--- src/rtl/accCpuPkg.sv ---
package accCpuPkg;

  localparam int OP_W = 4;

  localparam logic [OP_W-1:0] OP_LDI  = 4'h0;
  localparam logic [OP_W-1:0] OP_LDM  = 4'h1;
  localparam logic [OP_W-1:0] OP_ST   = 4'h2;
  localparam logic [OP_W-1:0] OP_ADDI = 4'h3;
  localparam logic [OP_W-1:0] OP_ADDM = 4'h4;
  localparam logic [OP_W-1:0] OP_SUBI = 4'h5;
  localparam logic [OP_W-1:0] OP_SUBM = 4'h6;
  localparam logic [OP_W-1:0] OP_MULI = 4'h7;
  localparam logic [OP_W-1:0] OP_MULM = 4'h8;
  localparam logic [OP_W-1:0] OP_CPI  = 4'h9;
  localparam logic [OP_W-1:0] OP_CPM  = 4'hA;
  localparam logic [OP_W-1:0] OP_JP   = 4'hB;
  localparam logic [OP_W-1:0] OP_JPN  = 4'hC;
  localparam logic [OP_W-1:0] OP_JPZ  = 4'hD;

  typedef enum logic [1:0] {
    PC_STEP    = 2'b00,
    PC_ALWAYS  = 2'b01,
    PC_IF_NEG  = 2'b10,
    PC_IF_ZERO = 2'b11
  } pcModeT;

  typedef enum logic [1:0] {
    ALU_ADD = 2'b00,
    ALU_SUB = 2'b01,
    ALU_MUL = 2'b10,
    ALU_CMP = 2'b11
  } aluSelT;

  // Strobes from the decoder to the datapath.
  typedef struct packed {
    pcModeT pcMode;
    aluSelT aluSel;
    logic   accLoad;   // accumulator captures its input
    logic   bFromMem;  // operand B: 1 = data store word, 0 = field constant
    logic   accFromB;  // accumulator input: 1 = operand B, 0 = ALU result
    logic   wrN;       // active-low data store write
  } ctrlT;

  localparam ctrlT CTRL_IDLE = '{
    pcMode:   PC_STEP,
    aluSel:   ALU_ADD,
    accLoad:  1'b0,
    bFromMem: 1'b0,
    accFromB: 1'b0,
    wrN:      1'b1
  };

endpackage

--- src/rtl/accCpuCtrl.sv ---
module accCpuCtrl
  import accCpuPkg::*;
(
  input  logic [OP_W-1:0] opcode,
  output ctrlT            ctrl
);

  always_comb begin
    ctrl = CTRL_IDLE;
    case (opcode)
      OP_LDI: begin
        ctrl.accFromB = 1'b1;
        ctrl.accLoad  = 1'b1;
      end
      OP_LDM: begin
        ctrl.bFromMem = 1'b1;
        ctrl.accFromB = 1'b1;
        ctrl.accLoad  = 1'b1;
      end
      OP_ST: begin
        ctrl.wrN = 1'b0;
      end
      OP_ADDI, OP_ADDM: begin
        ctrl.bFromMem = (opcode == OP_ADDM);
        ctrl.aluSel   = ALU_ADD;
        ctrl.accLoad  = 1'b1;
      end
      OP_SUBI, OP_SUBM: begin
        ctrl.bFromMem = (opcode == OP_SUBM);
        ctrl.aluSel   = ALU_SUB;
        ctrl.accLoad  = 1'b1;
      end
      OP_MULI, OP_MULM: begin
        ctrl.bFromMem = (opcode == OP_MULM);
        ctrl.aluSel   = ALU_MUL;
        ctrl.accLoad  = 1'b1;
      end
      OP_CPI, OP_CPM: begin
        ctrl.bFromMem = (opcode == OP_CPM);
        ctrl.aluSel   = ALU_CMP;
      end
      OP_JP:   ctrl.pcMode = PC_ALWAYS;
      OP_JPN:  ctrl.pcMode = PC_IF_NEG;
      OP_JPZ:  ctrl.pcMode = PC_IF_ZERO;
      default: ctrl = CTRL_IDLE;
    endcase
  end

endmodule

--- src/rtl/accCpuAlu.sv ---
module accCpuAlu
  import accCpuPkg::*;
#(
  parameter int WORD_W = 8
) (
  input  aluSelT            aluSel,
  input  logic [WORD_W-1:0] opA,
  input  logic [WORD_W-1:0] opB,
  output logic [WORD_W-1:0] result
);

  always_comb begin
    case (aluSel)
      ALU_ADD: result = opA + opB;
      ALU_MUL: result = opA * opB;
      default: result = opA - opB;  // subtract and compare share the difference
    endcase
  end

endmodule

--- src/rtl/accCpuDatapath.sv ---
module accCpuDatapath
  import accCpuPkg::*;
#(
  parameter int WORD_W = 8
) (
  input  logic              clk,
  input  logic              rst,
  input  ctrlT              ctrl,
  input  logic [WORD_W-1:0] field,
  input  logic [WORD_W-1:0] memRdata,
  output logic [WORD_W-1:0] pc,
  output logic [WORD_W-1:0] acc
);

  localparam logic [WORD_W-1:0] PC_ONE = WORD_W'(1);

  logic [WORD_W-1:0] opB;
  logic [WORD_W-1:0] aluResult;
  logic [WORD_W-1:0] accIn;
  logic [WORD_W-1:0] pcNext;
  logic              signFlag;
  logic              zeroFlag;
  logic              jumpTaken;

  assign opB   = ctrl.bFromMem ? memRdata : field;
  assign accIn = ctrl.accFromB ? opB : aluResult;

  accCpuAlu #(.WORD_W(WORD_W)) u_alu (
    .aluSel (ctrl.aluSel),
    .opA    (acc),
    .opB    (opB),
    .result (aluResult)
  );

  always_comb begin
    case (ctrl.pcMode)
      PC_ALWAYS:  jumpTaken = 1'b1;
      PC_IF_NEG:  jumpTaken = signFlag;
      PC_IF_ZERO: jumpTaken = zeroFlag;
      default:    jumpTaken = 1'b0;
    endcase
    pcNext = jumpTaken ? field : pc + PC_ONE;
  end

  // Everything settles while the clock is high and is captured on the fall.
  always_ff @(negedge clk) begin
    if (rst) begin
      pc       <= '0;
      acc      <= '0;
      signFlag <= 1'b0;
      zeroFlag <= 1'b0;
    end else begin
      pc <= pcNext;
      if (ctrl.accLoad) acc <= accIn;
      if (ctrl.aluSel == ALU_CMP) begin
        signFlag <= aluResult[WORD_W-1];
        zeroFlag <= (aluResult == '0);
      end
    end
  end

endmodule

--- src/rtl/accCpu.sv ---
module accCpu
  import accCpuPkg::*;
#(
  parameter int WORD_W = 8
) (
  input  logic                   clk,
  input  logic                   rst,
  output logic [WORD_W-1:0]      imemAddr,
  input  logic [OP_W+WORD_W-1:0] imemData,
  output logic [WORD_W-1:0]      dmemAddr,
  input  logic [WORD_W-1:0]      dmemRdata,
  output logic [WORD_W-1:0]      dmemWdata,
  output logic                   dmemWrN
);

  localparam int INSTR_W = OP_W + WORD_W;

  ctrlT              ctrl;
  logic [OP_W-1:0]   opcode;
  logic [WORD_W-1:0] field;
  logic [WORD_W-1:0] pc;
  logic [WORD_W-1:0] acc;

  assign opcode = imemData[INSTR_W-1 -: OP_W];
  assign field  = imemData[WORD_W-1:0];

  accCpuCtrl u_ctrl (
    .opcode (opcode),
    .ctrl   (ctrl)
  );

  accCpuDatapath #(.WORD_W(WORD_W)) u_dp (
    .clk      (clk),
    .rst      (rst),
    .ctrl     (ctrl),
    .field    (field),
    .memRdata (dmemRdata),
    .pc       (pc),
    .acc      (acc)
  );

  assign imemAddr  = pc;
  assign dmemAddr  = field;
  assign dmemWdata = acc;
  assign dmemWrN   = ctrl.wrN;

endmodule

--- config.mk ---
export PLATFORM = sky130hd
export DESIGN_NAME = accCpu
export DESIGN_NICKNAME = d
export VERILOG_FILES = /design/src/rtl/accCpuPkg.sv /design/src/rtl/accCpuCtrl.sv /design/src/rtl/accCpuAlu.sv /design/src/rtl/accCpuDatapath.sv /design/src/rtl/accCpu.sv
export SDC_FILE = /design/constraint.sdc
export NUM_CORES = 1
export LEC_CHECK = 0
export BUFFER_PORTS_ARGS = -buffer_cell sky130_fd_sc_hd__clkbuf_2
export CORE_UTILIZATION = 41
export CTS_BUF_LIST = sky130_fd_sc_hd__clkbuf_2
export CTS_CLUSTER_DIAMETER = 120
export CTS_CLUSTER_SIZE = 10
export DETAILED_ROUTE_END_ITERATION = 6
export HOLD_SLACK_MARGIN = 0.1
export PLACE_DENSITY_LB_ADDON = 0.08
export SYNTH_ARGS = -nofsm -noshare
export SYNTH_HDL_FRONTEND = slang
export SYNTH_HIERARCHICAL = 1
export SYNTH_SLANG_ARGS = --single-unit
export TNS_END_PERCENT = 5
--- constraint.sdc ---
create_clock -name clk -period 7.81 [get_ports clk]
set_input_delay 2.343 -clock clk [delete_from_list [all_inputs] [get_ports clk]]
set_output_delay 2.343 -clock clk [all_outputs]
set_load 0.005 [all_outputs]
==> key figures <==
Synth
  • Yosys warns: 6
  • Synthesized area: 2650 um2
  • Synth top cells by count: inv_1 (35), nand2_1 (26), ha_1 (25), a21oi_1 (22), dfxtp_1 (18)
  • Unique masters post-synth: 45
  • Synth top area share: 0.136
  • Synth area leader: dfxtp_1
  • Seq/Total Area, Yosys: 0.136
  • Synth Register Bits: 18
  • Post-synth EDFFs: 0
  • Most common cell in the netlist: inv_1
  • Ranking of synthesized cells by area: dfxtp_1 (14%), ha_1 (12%), fa_1 (9.8%)
  • Main synth FF type: dfxtp_1
  • Per-instance average area after synthesis: 8.24 um2
  • Async SR Flop Fraction: 0
  • Cells after Synth: 321
  • Syn Nets: 381

Global route
  • GRT overflow: 0
  • First-pass GRT wire length: 11300 um
  • Vias in the first global route: 2428
  • GRT Util Overall: 0.221
  • Largest net degree at the start of global routing: 19
  • Initial antenna violation count: 0

Floorplanning
  • Die area: 6780 um2
  • Num ports: 47
  • DIE HEIGHT: 82.3 um
  • Num rows: 28
  • Die Wd: 82.3 um
  • Initial core utilization: 0.437
  • CORE AREA: 6060 um2

Clock network
  • CTS tree: built
  • Clock Pin Slew Worst Setup and Hold Paths: 0.05 ns
  • Clock root cell: clkbuf_2
  • Insertion delay to the later sink of the worst-skew pair: 0.38 ns
  • Total CTS buffers: 3
  • CTS HTree Levels: 1
  • Sink Count: 18
  • Longest Clk Path Bufs: 2

Power and ir drop
  • Leakage: 1.80 nW
  • Psw: 0.309 mW
  • Switching portion of total power: 0.440
  • PD cells: 194 nW/um2
  • Gate power share: 0.720
  • Flop pwr share: 0.172
  • Clock Power Share: 0.108
  • Int Pwr: 0.393 mW
  • Max IR drop VDD: 0.126 mV

Worst setup path
  • Crit-path most repeated cell: xnor3_1
  • R2R setup slack: 3.78 ns
  • CP max stage delay: 0.54 ns
  • Crit Path Max Fanout: 7
  • Critical Path RT: 4.20 ns
  • Worst path slowest cell: or4b_4
  • Top delay family on crit path: adder cells
  • Arr. time, crit path: 6.81 ns
  • Bufs and invs on worst path: 5
  • CP endpoint kind: register
  • Critical path class: in2reg
  • Startpoint types: input port
  • CP Cell Sequence: clkbuf_2 > or4b_4 > o21ai_4 > mux2_4 > buf_6 > nand2_2 > fa_1 > inv_2 > ha_4 > fa_1 > inv_1 > fa_2 > xor2_1 > xnor3_1 > xnor3_1 > xnor3_1 > mux2i_4 > buf_4 > nand3_2 > a21oi_1

Place
  • I/O Buffers: 46
  • GPL Wtd Cong: 0.836
  • DP Area: 3340 um2
  • Post-detail-place hpwl: 5780 um

STA
  • PnR worst setup slack: -2.62 ns
  • RSZ-0062 raised after global routing: true
  • Hold slack: 0.448 ns
  • Final setup viols: 10
  • Worst slew pin tran: 0.568 ns
  • Final Max Tran Viols: 0
  • Slew headroom: 0.612
  • Final Hold Fails: 0
  • Final Skew: 0.0238 ns

Final layout
  • Cell area after layout: 3610 um2
  • N_diodes: 0
  • # nets final: 491
  • Layout cell share with drive strength beyond 1: 0.409
  • Area growth, synth to finish: 36.6%

Drt
  • Avg WL per Cell: 14.0 um
  • Drt drc: 0
  • DR pass1 iterations: 4
  • Antenna viol nets, final: 0
  • Vias per cell: 5.03
  • DRT Wirelength: 7050 um
  • First-iteration detailed-routing DRC count: 81
  • Vias: 2540

Outcome
  • Violated checks: setup timing
  • Status: finished with violations

Worst hold path
  • Hold Crit Class: reg2reg

Job
  • Max-Cap Viols: 0
path summary, 6_finish.rpt:
| check | from | end | depth (start not counted) |
|---|---|---|---|
| setup / recovery | imemData[11] | u_dp/signFlag | 20 |
| hold / removal | u_dp/zeroFlag | u_dp/zeroFlag | 2 |
| setup reg to reg | u_dp/acc[3] | u_dp/signFlag | 16 |
| hold reg to reg | u_dp/zeroFlag | u_dp/zeroFlag | 2 |
metrics by stage:
stage	power, mW	setup slack (ns)	std cells	utilization	TNS (ns)
2_1_floorplan	0.429	-2.86	321	-	-21.73
3_3_place_gp	0.587	-3.25	481	0.551	-25.83
3_5_place_dp	0.590	-3.24	481	0.551	-26.10
4_1_cts	0.688	-2.58	505	0.588	-19.72
5_1_grt	0.773	-2.69	505	0.596	-20.46
6_report	0.703	-2.62	505	0.596	-19.67
cells in the final DEF (no fill, tap or decap), drive strengths merged, types with 10 or more instances in the layout:
cell type	count
xnor2	15
nor2	13
and2	17
buf	65
nor3	10
clkbuf	49
xor2	13
ha	25
mux2	11
nand2b	11
o21a	10
dfxtp	18
o21ai	14
a21oi	23
fa	13
nand2	27
inv	52
state kept, by name, indices dropped and copies added, names as in the netlist:
signal and count:
u_dp/zeroFlag 1, u_dp/acc 8, u_dp/pc 8, u_dp/signFlag 1
routing by layer:
| layer | up-vias | global-route usage | wire [um] |
|---|---|---|---|
| li1 | 1291 | - | - |
| met1 | 1201 | 0.281 | 3210 |
| met2 | 46 | 0.381 | 3510 |
| met3 | 2 | 0.0396 | 292 |
| met4 | 0 | 0.0579 | 36 |
| met5 | - | 0 | 0 |
worst reg2reg max path: stages, from the launching register on:
cell and delay (ns):
dfxtp_1 0.39, buf_4 0.21, nand2_4 0.06, fa_2 0.38, fa_1 0.52, inv_2 0.04
fa_1 0.47, inv_1 0.05, fa_2 0.33, xor2_1 0.17, xnor3_1 0.24, xnor3_1 0.20
xnor3_1 0.40, mux2i_4 0.20, buf_4 0.15, nand3_2 0.06, a21oi_1 0.11
cells by family (layout without fill, tap and decap cells):
logic type               after synthesis  after routing  synth area share
adder cells (fa/ha/maj)               38             38             0.217
buffers and inverters                 58            167             0.107
XOR/XNOR                              31             31             0.121
flip-flops                            18             18             0.136
AO/OA/AOI/OAI                         65             65             0.168
AND/OR/NAND/NOR                       96             96             0.190
multiplexers                          15             15            0.0619
final cells by class:
| cell class | instances | area (um2) |
|---|---|---|
| clock inverter | 19 | 72.6 |
| fill | 582 | 2450 |
| tap | 75 | 93.8 |
| multi-input combinational | 245 | 2200 |
| timing repair buffer | 111 | 741 |
| clock buffer | 3 | 15.0 |
| inverter | 34 | 128 |
| sequential | 18 | 360 |
power by group through the flow:
stage,registers [mW],clock network (mW),logic (mW)
final,0.121,0.0759,0.506
after global routing,0.122,0.0924,0.558
after CTS,0.121,0.0819,0.486
after detailed placement,0.123,0.0149,0.452
after global placement,0.123,0.0149,0.449
after floorplan,0.124,0.0149,0.290
repair_timing:
| item | in CTS | in global routing |
|---|---|---|
| buffers inserted | 3 | 0 |
| hold buffers | 0 | 0 |
| pin swaps | 19 | 5 |
| cloned | 0 | 0 |
| setup endpoints to repair | 10 | 10 |
| resized for setup | 32 | 15 |
(Power assumes the default switching activity.)
